===== src/rtl/wram_mirror_pkg.sv =====
package wram_mirror_pkg;

    localparam int ADDR_W   = 16;
    localparam int DATA_W   = 8;
    localparam int BANK_W   = 2;
    localparam int BANK_AW  = 13;
    localparam int WRAM_AW  = BANK_W + BANK_AW;
    localparam int OVL_AW   = 12;

    localparam logic [ADDR_W-1:0] DEC_MASK = 16'hE001;
    localparam logic [ADDR_W-1:0] CFG_HIT  = 16'hA001;
    localparam logic [ADDR_W-1:0] MIR_HIT  = 16'hA000;

    localparam logic [BANK_W-1:0] OVL_BANK = 2'd2;

    typedef struct packed {
        logic              ram_on;
        logic              regs_on;
        logic              ext;
        logic [1:0]        spare;
        logic              chr_ram;
        logic [BANK_W-1:0] bank;
    } cfg_t;

    typedef enum logic [1:0] {
        NT_VERT = 2'd0,
        NT_HORZ = 2'd1,
        NT_LOW  = 2'd2,
        NT_HIGH = 2'd3
    } nt_mode_e;

    function automatic nt_mode_e eff_mode(input logic ext, input logic [1:0] raw);
        return ext ? nt_mode_e'(raw) : nt_mode_e'({1'b0, raw[0]});
    endfunction

endpackage


===== src/rtl/wram_cfg_regs.sv =====
module wram_cfg_regs
    import wram_mirror_pkg::*;
(
    input  logic              clk,
    input  logic              rst,
    input  logic [ADDR_W-1:0] addr,
    input  logic [DATA_W-1:0] din,
    input  logic              wr,
    output cfg_t              cfg,
    output logic [1:0]        mir
);
    logic hit_cfg, hit_mir;

    assign hit_cfg = wr && ((addr & DEC_MASK) == CFG_HIT);
    assign hit_mir = wr && ((addr & DEC_MASK) == MIR_HIT);

    always_ff @(posedge clk) begin
        if (rst) begin
            cfg <= '0;
            mir <= '0;
        end else begin
            if (hit_cfg) cfg <= cfg_t'(din);
            if (hit_mir) mir <= din[1:0];
        end
    end
endmodule


===== src/rtl/wram_route.sv =====
module wram_route
    import wram_mirror_pkg::*;
(
    input  cfg_t               cfg,
    input  logic [ADDR_W-1:0]  addr,
    input  logic               wr,
    output logic [WRAM_AW-1:0] wram_addr,
    output logic               wram_ce,
    output logic               wram_we,
    output logic               regs_en,
    output logic               chr_low_ram
);
    logic              in_win6, in_win5, overlay;
    logic              protect;
    logic [BANK_W-1:0] bank;
    logic [1:0]        unused_spare;

    assign unused_spare = cfg.spare;

    assign in_win6 = (addr[ADDR_W-1:BANK_AW] == 3'b011);
    assign in_win5 = (addr[ADDR_W-1:OVL_AW] == 4'h5);
    assign overlay = cfg.ext && !cfg.regs_on;
    assign protect = !cfg.ext && cfg.regs_on;
    assign bank    = cfg.ext ? cfg.bank : '0;

    always_comb begin
        if (overlay && in_win5)
            wram_addr = {OVL_BANK, 1'b1, addr[OVL_AW-1:0]};
        else
            wram_addr = {bank, addr[BANK_AW-1:0]};
    end

    assign wram_ce     = cfg.ram_on && (in_win6 || (overlay && in_win5));
    assign wram_we     = wram_ce && wr && !protect;
    assign regs_en     = !overlay;
    assign chr_low_ram = cfg.ext && cfg.chr_ram;
endmodule


===== src/rtl/nt_select.sv =====
module nt_select
    import wram_mirror_pkg::*;
(
    input  logic       ext,
    input  logic [1:0] mir,
    input  logic       ppu_a10,
    input  logic       ppu_a11,
    output logic       nt_a10
);
    nt_mode_e mode;

    assign mode = eff_mode(ext, mir);

    always_comb begin
        unique case (mode)
            NT_VERT: nt_a10 = ppu_a10;
            NT_HORZ: nt_a10 = ppu_a11;
            NT_LOW:  nt_a10 = 1'b0;
            NT_HIGH: nt_a10 = 1'b1;
        endcase
    end
endmodule


===== src/rtl/wram_mirror_ctl.sv =====
module wram_mirror_ctl
    import wram_mirror_pkg::*;
(
    input  logic               clk,
    input  logic               rst,
    input  logic [ADDR_W-1:0]  cpu_addr,
    input  logic [DATA_W-1:0]  cpu_data,
    input  logic               cpu_wr,
    input  logic               ppu_a10,
    input  logic               ppu_a11,
    output logic [WRAM_AW-1:0] wram_addr,
    output logic               wram_ce,
    output logic               wram_we,
    output logic               regs_en,
    output logic               chr_low_ram,
    output logic               ciram_a10
);
    cfg_t       cfg;
    logic [1:0] mir;

    wram_cfg_regs u_regs (
        .clk  (clk),
        .rst  (rst),
        .addr (cpu_addr),
        .din  (cpu_data),
        .wr   (cpu_wr),
        .cfg  (cfg),
        .mir  (mir)
    );

    wram_route u_route (
        .cfg         (cfg),
        .addr        (cpu_addr),
        .wr          (cpu_wr),
        .wram_addr   (wram_addr),
        .wram_ce     (wram_ce),
        .wram_we     (wram_we),
        .regs_en     (regs_en),
        .chr_low_ram (chr_low_ram)
    );

    nt_select u_nt (
        .ext     (cfg.ext),
        .mir     (mir),
        .ppu_a10 (ppu_a10),
        .ppu_a11 (ppu_a11),
        .nt_a10  (ciram_a10)
    );
endmodule


===== config.mk =====
export PLATFORM = sky130hd
export DESIGN_NAME = wram_mirror_ctl
export DESIGN_NICKNAME = d
export VERILOG_FILES = /design/src/rtl/wram_mirror_pkg.sv /design/src/rtl/wram_cfg_regs.sv /design/src/rtl/wram_route.sv /design/src/rtl/nt_select.sv /design/src/rtl/wram_mirror_ctl.sv
export SDC_FILE = /design/constraint.sdc
export NUM_CORES = 1
export LEC_CHECK = 0
export ABC_AREA = 1
export BUFFER_PORTS_ARGS = -buffer_cell sky130_fd_sc_hd__buf_2
export CORE_MARGIN = 2
export CORE_UTILIZATION = 41
export CTS_BUF_LIST = sky130_fd_sc_hd__clkbuf_4 sky130_fd_sc_hd__clkbuf_8
export DETAILED_ROUTE_END_ITERATION = 12
export GPL_TIMING_DRIVEN = 0
export PLACE_DENSITY = 0.85
export SLEW_MARGIN = 20
export SYNTH_ARGS = -nofsm -noshare
export SYNTH_HDL_FRONTEND = slang
export SYNTH_HIERARCHICAL = 1
export SYNTH_SLANG_ARGS = --single-unit

===== constraint.sdc =====
create_clock -name clk -period 1.2 [get_ports clk]
set_input_delay 0.3 -clock clk [delete_from_list [all_inputs] [get_ports clk]]
set_output_delay 0.3 -clock clk [all_outputs]
set_load 0.005 [all_outputs]

==> flow_metrics.tcl <==
set metrics [dict create \
    drc 0 \
    first_global_vias 518 \
    dieArea_um2 1790 \
    vias_per_cell 4.20 \
    worstRegToRegCells 3 \
    power_density_nw_per_um2 714 \
    critPathMaxFanout 3 \
    grt_first_pass_wirelength_mm 1.88 \
    io_buffers 35 \
    placed_area_um2 797 \
    cts_root_buf "clkbuf_4" \
    num_antenna_cells 0 \
    slew_violations 0 \
    netlist_instances 97 \
    vias 638 \
    syn_to_final_growth_pct 45.4 \
    fmax_mhz 740 \
    initial_core_util_pct 45.2 \
    violations "negative setup slack" \
    path_class "reg2out" \
    cts.sinks 8 \
    worst_path_largest_cell_delay_ns 0.32 \
    htreeDepth 1 \
    wl_per_cell_um 8.64 \
    critPathSlowestCell "dfxtp_2" \
    combPwrFrac_pct 24.2 \
    syn_area_um2 603 \
    finalCritPeriodShare_pct 113 \
    critPathRequiredTime_ns 0.90 \
    num_rows 13 \
    synth_nets 126 \
    dr.pass1.iters 2 \
    nets 168 \
    tightest_slew_ns 0.229 \
    stdcell_area_um2 877 \
    p_leak_nw 0.506 \
    max_slew_margin_pct 84.7 \
    cts_buffers 3 \
    setup_tns_ns -0.576 \
    yosys_warnings 6 \
    cp_common_cell "inv_2" \
    coreArea_um2 1330 \
    cell_internal_pwr_uw 468 \
    final_cell_mix "buf_2 (35), nand2_1 (23), inv_1 (15), buf_4 (14), nor2_1 (14)" \
    power_switching_uw 159 \
    die_w_um 42.4 \
    avgSynthCellArea_um2 6.22 \
    fin_ws_ns -0.151 \
    power_frac_seq_pct 43.7 \
    grt_max_degree 9 \
    die_h_um 42.4 \
    min_period_ns 1.35 \
    clkPwrFrac_pct 32.0 \
    path_cells "inv_2 > nand2_4 > inv_2 > nand3_4 > nand3_2 > inv_1 > buf_2" \
    grt_setup_unrepaired "true" \
    drive_gt1_share_pct 52.6 \
    hpwl_mm 1.02 \
    cts.path.max_buffers 2 \
    finClkSkew_ns 0 \
    peakVddDrop_mv 0.440 \
    power.total_uw 627 \
    cp.arrival_ns 1.05 \
    utilization_pct 65.8 \
    clkTransAtPathRegs_ns 0.05 \
    grt_remaining_overflow 0 \
    status "finished, violations left" \
    totalWireLength_mm 1.31 \
    insertion_delay_ns 0.25 \
    grtUsageTotal_pct 13.8 \
    io-pin-count 49 \
    first_iter_violations 5 \
    cts_tree "built" \
    place_congestion 0.796 \
    layout_commonest_cell "buf_2" \
    hp-class "in2reg" \
    hold_viol 0 \
    antenna_found_initial 0 \
    max-cap-violations 0 \
    end_kind "output pin" \
    holdPathStages 5 \
    start_kind "register" \
    hold_buffers 0 \
    ant_nets 0 \
    switching_share_pct 25.3 \
    setup-violations-final 6 \
]
[registers in the layout, indices dropped and copies added, names as in the netlist]
| register | cells |
|---|---|
| u_regs/mir | 2 |
| u_regs/cfg | 6 |
[worst max-delay path: cells and delay by family, from the launching register on]
kind                   cells  cell delay (ns)
and+or+nand+nor            3             0.21
buffers and inverters      4             0.27
DFF                        1             0.32
[per-stage QoR]
step                      hold WS (ns)  std cells  setup WS, ns
after global placement           0.464        147       -0.0452
after floorplan                  0.453         97         0.142
after CTS                        0.339        152        -0.166
after detailed placement         0.477        147       -0.0554
after global routing             0.373        152        -0.223
final                            0.348        152        -0.151
[worst paths after layout]
kind	slack [ns]	start	to
max reg2reg	0.44	u_regs/cfg[5]	u_regs/cfg[5]
min reg2reg	0.49	u_regs/mir[1]	u_regs/mir[1]
max	-0.15	u_regs/cfg[6]	wram_addr[13]
min	0.35	cpu_data[5]	u_regs/cfg[5]
[layout make-up]
type | count | area, um2
Fill cell | 130 | 457
Multi-Input combinational cell | 57 | 308
Timing Repair Buffer | 37 | 190
Inverter | 18 | 67.6
Clock buffer | 3 | 22.5
Sequential cell | 8 | 165
Tap cell | 15 | 18.8
Buffer | 14 | 105
[power by group through the flow]
| stage | combinational, mW | sequential [mW] | clock [mW] |
|---|---|---|---|
| finish | 0.152 | 0.274 | 0.201 |
| detailed placement | 0.143 | 0.281 | 0 |
| global placement | 0.139 | 0.281 | 0 |
| global route | 0.168 | 0.274 | 0.225 |
| CTS | 0.147 | 0.274 | 0.211 |
| floorplan | 0.0845 | 0.280 | 0 |
[repair_timing]
action / in CTS / in global routing
buffers inserted: 2 / 0
cloned: 0 / 0
resized for setup: 5 / 7
pin swaps: 1 / 2
hold endpoints to repair: 0 / 0
setup endpoints to repair: 7 / 6
[per-layer routing]
metal	vias up	share of wire, %	GRT usage, %
met3	2	12	4.31
li1	350	-	-
met4	0	0.38	10.0
met2	35	46	21.8
met5	-	0	0
met1	251	42	15.3
Note: power is estimated with default switching activity, not from simulation.
